$ cat src/rtl/cfgport_pkg.sv
package cfgport_pkg;

   // Register selected by the offset decoder
   typedef enum logic [2:0] {
      SEL_NONE,
      SEL_RTIM,
      SEL_WTIM,
      SEL_KEY,
      SEL_CTRL,
      SEL_VER,
      SEL_MISC
   } reg_sel_e;

endpackage

$ cat src/rtl/cfg_decode.sv
module cfg_decode
   import cfgport_pkg::*;
#(
   parameter int            AW       = 3,
   parameter logic [AW-1:0] OFF_RTIM = AW'(0),
   parameter logic [AW-1:0] OFF_WTIM = AW'(1),
   parameter logic [AW-1:0] OFF_KEY  = AW'(2),
   parameter logic [AW-1:0] OFF_CTRL = AW'(3),
   parameter logic [AW-1:0] OFF_VER  = AW'(5),
   parameter logic [AW-1:0] OFF_MISC = AW'(6)
) (
   input  logic [AW-1:0] off,
   output reg_sel_e      sel
);

   always_comb begin
      if (off == OFF_RTIM)      sel = SEL_RTIM;
      else if (off == OFF_WTIM) sel = SEL_WTIM;
      else if (off == OFF_KEY)  sel = SEL_KEY;
      else if (off == OFF_CTRL) sel = SEL_CTRL;
      else if (off == OFF_VER)  sel = SEL_VER;
      else if (off == OFF_MISC) sel = SEL_MISC;
      else                      sel = SEL_NONE;
   end

endmodule

$ cat src/rtl/cfg_unlock_seq.sv
module cfg_unlock_seq
   import cfgport_pkg::*;
#(
   parameter int            AW        = 3,
   parameter int            DW        = 8,
   parameter int            PROBES    = 2,
   parameter logic [AW-1:0] OFF_PROBE = AW'(1),
   parameter logic [DW-1:0] KEY_OPEN  = DW'(8'h03),
   parameter logic [DW-1:0] KEY_CLOSE = DW'(8'h83)
) (
   input  logic          clk,
   input  logic          rst_n,
   input  logic          acc_vld,
   input  logic          acc_we,
   input  logic          acc_wide,
   input  logic [AW-1:0] acc_off,
   input  logic [DW-1:0] acc_wdata,
   input  reg_sel_e      sel,
   output logic          open_o
);

   localparam int CW = $clog2(PROBES + 1);
   localparam logic [CW-1:0] CNT_FULL = CW'(PROBES);
   localparam logic [CW-1:0] CNT_ONE  = CW'(1);

   logic [CW-1:0] cnt_q;
   logic          open_q;
   logic          is_probe;
   logic          is_key_byte;
   logic          open_hit;
   logic          close_hit;

   assign is_probe    = acc_vld && !acc_we && acc_wide && (acc_off == OFF_PROBE);
   assign is_key_byte = acc_vld && acc_we && !acc_wide && (sel == SEL_KEY);
   assign open_hit    = !open_q && is_key_byte && (acc_wdata == KEY_OPEN) && (cnt_q == CNT_FULL);
   assign close_hit   = open_q && is_key_byte && (acc_wdata == KEY_CLOSE);

   always_ff @(posedge clk) begin
      if (!rst_n) begin
         open_q <= 1'b0;
      end else if (open_hit) begin
         open_q <= 1'b1;
      end else if (close_hit) begin
         open_q <= 1'b0;
      end
   end

   // Probe counter: a probe past the full count restarts at one step
   always_ff @(posedge clk) begin
      if (!rst_n) begin
         cnt_q <= '0;
      end else if (open_q || open_hit) begin
         cnt_q <= '0;
      end else if (is_probe) begin
         cnt_q <= (cnt_q == CNT_FULL) ? CNT_ONE : cnt_q + CNT_ONE;
      end else if (acc_vld) begin
         cnt_q <= '0;
      end
   end

   assign open_o = open_q;

endmodule

$ cat src/rtl/cfg_regbank.sv
module cfg_regbank
   import cfgport_pkg::*;
#(
   parameter int            DW       = 8,
   parameter int            NSETS    = 2,
   parameter int            IDX_LSB  = 0,
   parameter logic [DW-1:0] BANK_KEY = DW'(8'hC0)
) (
   input  logic                clk,
   input  logic                rst_n,
   input  logic                wr_en,
   input  logic                lk_ctrl_wr,
   input  reg_sel_e            sel,
   input  logic [DW-1:0]       wdata,
   output logic [NSETS*DW-1:0] rtim_flat,
   output logic [NSETS*DW-1:0] wtim_flat,
   output logic [DW-1:0]       rtim_cur,
   output logic [DW-1:0]       wtim_cur,
   output logic [DW-1:0]       ctrl_o,
   output logic [DW-1:0]       misc_o
);

   localparam int SEL_W = (NSETS > 1) ? $clog2(NSETS) : 1;

   logic [DW-1:0]    ctrl_q;
   logic [DW-1:0]    misc_q;
   logic             ext_en_q;
   logic [SEL_W-1:0] idx;
   logic [SEL_W-1:0] cur;

   assign idx = misc_q[IDX_LSB +: SEL_W];

   always_comb begin
      if ((idx != '0) && ext_en_q && (int'(idx) < NSETS)) cur = idx;
      else                                                cur = '0;
   end

   always_ff @(posedge clk) begin
      if (!rst_n) begin
         ctrl_q   <= '0;
         misc_q   <= '0;
         ext_en_q <= 1'b0;
      end else begin
         if (wr_en && (sel == SEL_CTRL)) ctrl_q <= wdata;
         if (wr_en && (sel == SEL_MISC)) misc_q <= wdata;
         if (lk_ctrl_wr)                 ext_en_q <= (wdata == BANK_KEY);
      end
   end

   for (genvar g = 0; g < NSETS; g++) begin : g_set
      logic [DW-1:0] rt_q;
      logic [DW-1:0] wt_q;
      logic          hit;

      assign hit = wr_en && (cur == SEL_W'(g));

      always_ff @(posedge clk) begin
         if (!rst_n) begin
            rt_q <= '0;
            wt_q <= '0;
         end else begin
            if (hit && (sel == SEL_RTIM)) rt_q <= wdata;
            if (hit && (sel == SEL_WTIM)) wt_q <= wdata;
         end
      end

      assign rtim_flat[g*DW +: DW] = rt_q;
      assign wtim_flat[g*DW +: DW] = wt_q;
   end

   assign rtim_cur = rtim_flat[cur*DW +: DW];
   assign wtim_cur = wtim_flat[cur*DW +: DW];
   assign ctrl_o   = ctrl_q;
   assign misc_o   = misc_q;

endmodule

$ cat src/rtl/cfg_rdmux.sv
module cfg_rdmux
   import cfgport_pkg::*;
#(
   parameter int            DW      = 8,
   parameter logic [DW-1:0] VERSION = '0
) (
   input  logic          clk,
   input  logic          rst_n,
   input  logic          rd_req,
   input  logic          open_i,
   input  reg_sel_e      sel,
   input  logic [DW-1:0] rtim_cur,
   input  logic [DW-1:0] wtim_cur,
   input  logic [DW-1:0] ctrl_i,
   input  logic [DW-1:0] misc_i,
   output logic          rd_vld,
   output logic [DW-1:0] rd_data
);

   logic [DW-1:0] rd_nxt;

   always_comb begin
      rd_nxt = '1;
      if (open_i) begin
         case (sel)
            SEL_RTIM: rd_nxt = rtim_cur;
            SEL_WTIM: rd_nxt = wtim_cur;
            SEL_CTRL: rd_nxt = ctrl_i;
            SEL_MISC: rd_nxt = misc_i;
            SEL_VER:  rd_nxt = VERSION;
            default:  rd_nxt = '1;
         endcase
      end
   end

   always_ff @(posedge clk) begin
      if (!rst_n) begin
         rd_vld  <= 1'b0;
         rd_data <= '0;
      end else begin
         rd_vld <= rd_req;
         if (rd_req) rd_data <= rd_nxt;
      end
   end

endmodule

$ cat src/rtl/cfg_unlock_port.sv
module cfg_unlock_port
   import cfgport_pkg::*;
#(
   parameter int            AW        = 3,
   parameter int            DW        = 8,
   parameter int            NSETS     = 2,
   parameter int            PROBES    = 2,
   parameter int            IDX_LSB   = 0,
   parameter logic [AW-1:0] OFF_RTIM  = AW'(0),
   parameter logic [AW-1:0] OFF_WTIM  = AW'(1),
   parameter logic [AW-1:0] OFF_KEY   = AW'(2),
   parameter logic [AW-1:0] OFF_CTRL  = AW'(3),
   parameter logic [AW-1:0] OFF_VER   = AW'(5),
   parameter logic [AW-1:0] OFF_MISC  = AW'(6),
   parameter logic [AW-1:0] OFF_PROBE = AW'(1),
   parameter logic [DW-1:0] KEY_OPEN  = DW'(8'h03),
   parameter logic [DW-1:0] KEY_CLOSE = DW'(8'h83),
   parameter logic [DW-1:0] BANK_KEY  = DW'(8'hC0),
   parameter logic [DW-1:0] VERSION   = '0
) (
   input  logic                clk,
   input  logic                rst_n,
   input  logic                acc_vld,
   input  logic                acc_we,
   input  logic                acc_wide,
   input  logic [AW-1:0]       acc_off,
   input  logic [DW-1:0]       acc_wdata,
   output logic                rd_vld,
   output logic [DW-1:0]       rd_data,
   output logic                cfg_open,
   output logic [NSETS*DW-1:0] rd_tim_sets,
   output logic [NSETS*DW-1:0] wr_tim_sets,
   output logic [DW-1:0]       cfg_ctrl,
   output logic [DW-1:0]       cfg_misc
);

   localparam int SEL_W = (NSETS > 1) ? $clog2(NSETS) : 1;

   // Elaboration-time parameter checks
   if (NSETS < 2) begin : g_chk_nsets
      $error("NSETS must be at least 2");
   end
   if (PROBES < 1) begin : g_chk_probes
      $error("PROBES must be at least 1");
   end
   if (IDX_LSB + SEL_W > DW) begin : g_chk_idx
      $error("set index field does not fit in the miscellaneous register");
   end
   if ((OFF_KEY == OFF_RTIM) || (OFF_KEY == OFF_WTIM) || (OFF_KEY == OFF_CTRL) ||
       (OFF_KEY == OFF_MISC) || (OFF_KEY == OFF_VER)) begin : g_chk_key
      $error("key offset collides with a register offset");
   end
   if ((OFF_RTIM == OFF_WTIM) || (OFF_CTRL == OFF_MISC) || (OFF_VER == OFF_MISC) ||
       (OFF_VER == OFF_CTRL)) begin : g_chk_off
      $error("register offsets must be distinct");
   end
   if (KEY_OPEN == KEY_CLOSE) begin : g_chk_keys
      $error("opening and closing keys must differ");
   end

   reg_sel_e      sel;
   logic          open_w;
   logic          byte_wr;
   logic          wr_en;
   logic          lk_ctrl_wr;
   logic          rd_req;
   logic [DW-1:0] rtim_cur;
   logic [DW-1:0] wtim_cur;

   assign byte_wr    = acc_vld && acc_we && !acc_wide;
   assign wr_en      = byte_wr && open_w;
   assign lk_ctrl_wr = byte_wr && !open_w && (sel == SEL_CTRL);
   assign rd_req     = acc_vld && !acc_we;

   cfg_decode #(
      .AW(AW), .OFF_RTIM(OFF_RTIM), .OFF_WTIM(OFF_WTIM), .OFF_KEY(OFF_KEY),
      .OFF_CTRL(OFF_CTRL), .OFF_VER(OFF_VER), .OFF_MISC(OFF_MISC)
   ) u_dec (
      .off (acc_off),
      .sel (sel)
   );

   cfg_unlock_seq #(
      .AW(AW), .DW(DW), .PROBES(PROBES), .OFF_PROBE(OFF_PROBE),
      .KEY_OPEN(KEY_OPEN), .KEY_CLOSE(KEY_CLOSE)
   ) u_seq (
      .clk       (clk),
      .rst_n     (rst_n),
      .acc_vld   (acc_vld),
      .acc_we    (acc_we),
      .acc_wide  (acc_wide),
      .acc_off   (acc_off),
      .acc_wdata (acc_wdata),
      .sel       (sel),
      .open_o    (open_w)
   );

   cfg_regbank #(
      .DW(DW), .NSETS(NSETS), .IDX_LSB(IDX_LSB), .BANK_KEY(BANK_KEY)
   ) u_bank (
      .clk        (clk),
      .rst_n      (rst_n),
      .wr_en      (wr_en),
      .lk_ctrl_wr (lk_ctrl_wr),
      .sel        (sel),
      .wdata      (acc_wdata),
      .rtim_flat  (rd_tim_sets),
      .wtim_flat  (wr_tim_sets),
      .rtim_cur   (rtim_cur),
      .wtim_cur   (wtim_cur),
      .ctrl_o     (cfg_ctrl),
      .misc_o     (cfg_misc)
   );

   cfg_rdmux #(
      .DW(DW), .VERSION(VERSION)
   ) u_rd (
      .clk      (clk),
      .rst_n    (rst_n),
      .rd_req   (rd_req),
      .open_i   (open_w),
      .sel      (sel),
      .rtim_cur (rtim_cur),
      .wtim_cur (wtim_cur),
      .ctrl_i   (cfg_ctrl),
      .misc_i   (cfg_misc),
      .rd_vld   (rd_vld),
      .rd_data  (rd_data)
   );

   assign cfg_open = open_w;

endmodule

$ cat config.mk
export PLATFORM = sky130hd
export DESIGN_NAME = cfg_unlock_port
export DESIGN_NICKNAME = d
export VERILOG_FILES = /design/src/rtl/cfgport_pkg.sv /design/src/rtl/cfg_decode.sv /design/src/rtl/cfg_unlock_seq.sv /design/src/rtl/cfg_regbank.sv /design/src/rtl/cfg_rdmux.sv /design/src/rtl/cfg_unlock_port.sv
export SDC_FILE = /design/constraint.sdc
export NUM_CORES = 1
export LEC_CHECK = 0
export ABC_AREA = 0
export BUFFER_PORTS_ARGS = -buffer_cell sky130_fd_sc_hd__buf_2
export CORE_ASPECT_RATIO = 0.9
export CORE_MARGIN = 2
export CORE_UTILIZATION = 30
export CTS_CLUSTER_DIAMETER = 30
export DETAILED_ROUTE_END_ITERATION = 10
export HOLD_SLACK_MARGIN = 0.08
export SLEW_MARGIN = 40
export SYNTH_ARGS = -nofsm -noshare
export SYNTH_HDL_FRONTEND = slang
export SYNTH_SLANG_ARGS = --single-unit
$ cat constraint.sdc
create_clock -name clk -period 1.8 [get_ports clk]
set_clock_uncertainty 0.05 [all_clocks]
set_input_delay 0.36 -clock clk [delete_from_list [all_inputs] [get_ports clk]]
set_output_delay 0.36 -clock clk [all_outputs]
set_load 0.01 [all_outputs]
* Word level (Yosys, flattened, before mapping) *
Cells that the tools add are included.

word-level totals
  output and inout bits = 58
  logic and storage cells = 76
  bits in registers = 61
  input bits = 16

cells by class
  equal/unequal tests = 15
  reduce and logical (&&, ||, !) cells = 31
  bitwise gates (word level) = 2
  shift operators = 2
  add/sub/neg operators = 1
  muxes and demuxes = 14

operators by type and width
  cell                                                                    count
  8-bit one-hot mux with 5 select lines                                   1
  16-bit by 5-bit indexed part select with 8-bit output                   2
  1-bit logical AND                                                       23
  3-bit 2-to-1 mux                                                        6
  8-bit equality test (second input constant)                             2
  3-bit equality test (second input constant)                             5
  3-bit by 2-bit equality test with 1-bit output (second input constant)  4
  8-bit by 2-bit equality test with 1-bit output (second input constant)  1
  8-bit 2-to-1 mux                                                        1
  3-bit by 1-bit equality test with 1-bit output (second input constant)  2
  2-bit 2-to-1 mux                                                        3
  2-bit nonzero test                                                      2
  1-bit logical NOT                                                       3
  3-bit logical NOT                                                       1
  1-bit 2-to-1 mux                                                        3
  2-bit by 1-bit adder with 2-bit output (second input constant)          1
  2-bit equality test (second input constant)                             1
  1-bit NOT                                                               2
  2-bit OR reduction                                                      1
  1-bit logical OR                                                        1

* Longest topological paths before layout *
  depth after elaboration = 14
  gate-level depth with buffers = 7
  mapped depth without buffers = 4

* Modules after synthesis *
Synthesis repeated with hierarchy kept, for this count alone.

unflattened totals
  cell total of the unflattened synthesis = 293
  area, all modules = 2,808.9 um^2

by module, submodules not included
  module           area each (um^2)  times used  cells each  seq. area each (um^2)
  cfg_regbank      1,969.4           1           193         980.9
  cfg_rdmux        555.5             1           66          180.2
  cfg_unlock_seq   202.7             1           22          60.1
  cfg_decode       43.8              1           7           0.0
  cfg_unlock_port  37.5              1           5           0.0

* Worst setup path before layout *
OpenSTA, ideal clock, no wires.

  path kind = in2reg
  start point = input port acc_off[1]
  end point = register u_bank.g_set[0].rt_q[4]
  setup slack = 0.274 ns
  data required time = 1.628 ns
  stages = 6
  setup time = 0.122 ns
  buffers on the path = 2
  arrival time = 1.354 ns
  cells stage by stage = buf_4 nor2_2 nand4b_1 buf_2 nand3_1 o21ai_0

between the ends
  longest elaborated chain between the ends = 9
  elaborated cells between the ends (all ways) = 14
  those cells by class = eq/ne (6); mux (6); reduce/logical (2)

RTL lines
  item                                                line                   source
  from (decl)                                         cfg_unlock_port.sv:26  input logic [AW-1:0] acc_off,
  3-bit equality test                                 cfg_decode.sv:22       else if (off == OFF_MISC) sel = SEL_MISC;
  3-bit 2-to-1 mux                                    cfg_decode.sv:22
  3-bit 2-to-1 mux                                    cfg_decode.sv:21       else if (off == OFF_VER) sel = SEL_VER;
  3-bit 2-to-1 mux                                    cfg_decode.sv:20       else if (off == OFF_CTRL) sel = SEL_CTRL;
  3-bit 2-to-1 mux                                    cfg_decode.sv:19       else if (off == OFF_KEY) sel = SEL_KEY;
  3-bit 2-to-1 mux                                    cfg_decode.sv:18       else if (off == OFF_WTIM) sel = SEL_WTIM;
  3-bit 2-to-1 mux (*)                                cfg_decode.sv:17       if (off == OFF_RTIM) sel = SEL_RTIM;
  3-bit by 1-bit equality test with 1-bit output (*)  cfg_regbank.sv:62      if (hit && (sel == SEL_RTIM)) rt_q <= wdata;
  1-bit logical AND (*)                               cfg_regbank.sv:62
  to (signal assigned)                                cfg_regbank.sv:62
  to (decl)                                           cfg_regbank.sv:51      logic [DW-1:0] rt_q;

Every way passes the cells marked *; elsewhere a longest branch is shown, timed or not.
A chain may end at the register's enable or synchronous reset.

* Worst setup path after layout *
  start point = register u_bank.misc_q[0] (netlist: u_bank.misc_o[0])
  end point = register u_rd.rd_data[7]

between the ends
  longest elaborated chain between the ends = 5
  elaborated cells between the ends (all ways) = 6
  those cells by class = shift (2); mux (3); reduce/logical (1)

RTL lines
  item                                                                      line                                  source
  from (decl)                                                               cfg_regbank.sv:26                     logic [DW-1:0] misc_q;
  from (signal assigned)                                                    cfg_regbank.sv:45                     if (wr_en && (sel == SEL_MISC)) misc_q <= wdata;
  1-bit logical AND                                                         cfg_regbank.sv:34                     if ((idx != '0) && ext_en_q && (int'(idx) < NSETS)) cur = idx;
  1-bit 2-to-1 mux (*)                                                      cfg_regbank.sv:34
  16-bit by 5-bit indexed part select with 8-bit output (on tied branches)  cfg_regbank.sv:72, cfg_regbank.sv:71
  8-bit one-hot mux with 5 select lines (*)                                 cfg_rdmux.sv:25                       case (sel)
  8-bit 2-to-1 mux (*)                                                      cfg_rdmux.sv:24                       if (open_i) begin
  to (signal assigned)                                                      cfg_rdmux.sv:42                       if (rd_req) rd_data <= rd_nxt;
  to (decl)                                                                 cfg_rdmux.sv:17                       output logic [DW-1:0] rd_data

Marked as above.

==> summary.txt <==
GRT
  – Largest net degree at the start of global routing: 50
  – Number of global-route vias before repair: about 2.3k
  – GRT overflow: 0
  – Initial antenna violation count: 0
  – Global-route wire length before repair: 11700 um
  – Gr usage total: between 10% and 20%

Floorplanning
  – Floorplan row count: 32
  – Initial Util: 30.8%
  – Die Area: 9570 um^2
  – IO Pins: 74
  – Core Region: 8570 um^2
  – Chip height: between 90 and 100 um
  – Die X: just over 100 um

Clock network
  – Num CTS Buffers: 9
  – CTS sink count: 61
  – CTS tree: done
  – Clock transition at the registers of the reported paths: about 0.070 ns
  – # hold bufs at CTS: 0
  – Post-CTS setup buffer count: 0
  – Clk_lat worst skew: between 0.3 and 0.4 ns
  – # resized after CTS: 0
  – Root buffer cell: clkbuf_8
  – CTS H-Tree Depth: 3
  – Max Root-Sink Buffers: 2

Synth
  – Flops & latches, synth: slightly above 60
  – Share of the synthesized area in the top cell type: a little under half
  – Net Count, Synth: between 200 and 300
  – Post-synth EDFFs: 0
  – Main area contributors after synthesis: dfxtp_1, mux2i_1, mux4_2
  – Syn. warnings: 0
  – Post-synth cell types: 40
  – Gate count of the mapped netlist: 274
  – Ys async rst share: 0%
  – Syn avg cell area: a little under 10 um^2
  – Mapped Area: roughly 2600 um^2
  – Yosys top cell by area: dfxtp_1
  – Post-synthesis sequential area ratio: between 40% and 50%
  – Synth Flop Type: dfxtp_1

Routing
  – ANT nets after route: 0
  – Drt initial violations: 140
  – DRC Markers: 0
  – Vias per cell: 4.88
  – Routed len/inst: around 16 um
  – Drt pass-1 iters: 4
  – WL final: ~7500 um
  – Vias: roughly 2.3k

Timing
  – Period utilization: about 83%
  – Final Hold Violating Endpoints: 0
  – Max Clock Freq: around 670 MHz
  – Setup Viol. Count Final: 0
  – RSZ-0062 raised after global routing: no
  – Slew @ Worst Pin: 0.678 ns
  – Setup TNS: 0 ns
  – Hold WS: 0.262 ns
  – Period minus WS final: roughly 1.5 ns
  – Worst rel slew slack: 54.8%
  – Max Slew Vio Count: 0

Worst setup path
  – WP data required: roughly 2.0 ns
  – Endpoint type of the worst setup path: flop
  – Crit Path Max Fanout: 12
  – Setup CP Type: reg -> reg
  – WP data arrival: ~1.7 ns
  – Critical Path Start Type: flop

Cells and area
  – Inserted Diodes: 0
  – Layout cell share with drive strength beyond 1: between 30% and 40%
  – Area of the multi-input gates: approximately 1300 um^2
  – Fillers: between 800 and 900
  – FF/Latch Area: approximately 1200 um^2
  – Area added between synthesis and finish: 32.7%
  – Final nets: between 300 and 400

Flow run
  – Max Cap Viol: 0

Place
  – Final Wtd Congestion: 0.827
  – Detailed Place HPWL: roughly 5600 um
  – PortBufs: between 70 and 80

Power
  – Leakage: around 1.5 nW
  – Power Dens Cells: 868 nW/um^2
  – Peak supply drop: approximately 0.54 mV

Outcome
  – Status: complete, no violations

Min path
  – Hold WC Path Type: in -> reg
synth_stat cells (all sizes together) (2+ instances only):
cell and number:
dfxtp 61, o21ai 32, nand2 27, nand3 26, mux2i 25, nor2 21
a21oi 16, buf 12, a22o 8, clkbuf 8, mux4 8, nor2b 3
and4b 2, inv 2, nand2b 2, nand4bb 2, nor3b 2, nor4 2
layer usage:
metal | wire length, um | vias to the layer above | GRT usage [%]
li1 | - | 1155 | -
met1 | 3490 | 1131 | 21.0
met2 | 3450 | 59 | 25.2
met3 | 507 | 4 | 5.68
met4 | 57 | 0 | 4.28
met5 | 0 | - | 0
cells in the final DEF (no fill, tap or decap), drive strengths merged, types with 2 or more instances in the layout:
master     n
a21oi     16
a22o       8
and4b      2
buf       92
bufinv     3
clkbuf    10
clkinv     2
clkinvlp   2
dfxtp     61
inv        2
mux2i     25
mux4       8
nand2     27
nand2b     2
nand3     26
nand4bb    2
nor2      21
nor2b      3
nor3b      2
nor4       2
o21ai     32
area by class of cell:
class / count / area share (%)
timing repair buffer: 92 / 16.3
inverter: 3 / 0.322
clock inverter: 6 / 3.14
sequential: 61 / 34.9
tap: 119 / 4.25
multi-input combinational: 190 / 37.2
clock buffer: 10 / 3.93
final timing paths:
kind / cells after the start / slack (ns) / to / startpoint
worst max-delay path: 5 / 0.31 / u_rd.rd_data[7] / u_bank.misc_o[0]
worst max register to register: 5 / 0.31 / u_rd.rd_data[7] / u_bank.misc_o[0]
worst min register to register: 2 / 0.42 / u_bank.g_set[1].wt_q[5] / u_bank.g_set[1].wt_q[5]
worst min-delay path: 2 / 0.26 / u_seq.open_o / acc_wdata[7]
kinds of logic after synthesis:
group | Yosys count | share of synthesized area (%)
and+or+nand+nor | 94 | 19.0
AOI/OAI and AO/OA | 61 | 13.3
DFF | 61 | 46.3
muxes | 34 | 16.7
buffers and inverters | 23 | 4.41
xor gates and xnor gates | 1 | 0.332
state kept, by name (all words and copies together) (netlist names):
| name | flops |
|---|---|
| u_seq.cnt_q | 2 |
| u_bank.ext_en_q | 1 |
| u_rd.rd_data | 8 |
| u_bank.g_set.wt_q | 16 |
| u_bank.misc_o | 8 |
| u_rd.rd_vld | 1 |
| u_bank.ctrl_o | 8 |
| u_bank.g_set.rt_q | 16 |
| u_seq.open_o | 1 |
power by group:
part / switching [mW] / leakage, nW / internal (mW)
clock: 0.545 / 0.119 / 0.954
combinational: 0.105 / 0.843 / 0.0631
sequential: 0.00836 / 0.493 / 1.36
total: 0.658 / 1.46 / 2.38
through the flow:
step	worst slack (ns)	power (mW)	utilization (%)	area, um^2	cells
6_report	0.306	3.04	40.9	3500	481
5_1_grt	0.237	3.15	40.9	3500	481
4_1_cts	0.299	3.07	40.9	3500	481
3_5_place_dp	0.0516	1.57	38.0	3250	465
3_3_place_gp	0.0641	1.57	38.0	3250	465
2_1_floorplan	0.274	1.48	-	2640	274
worst max-delay path: stages, from the launching register on:
cell and delay, ns:
dfxtp_1 0.36, nand2_1 0.13, buf_12 0.17, mux4_2 0.52
nand2_1 0.09, a21oi_1 0.07
Power figures use the tool's default switching activity.
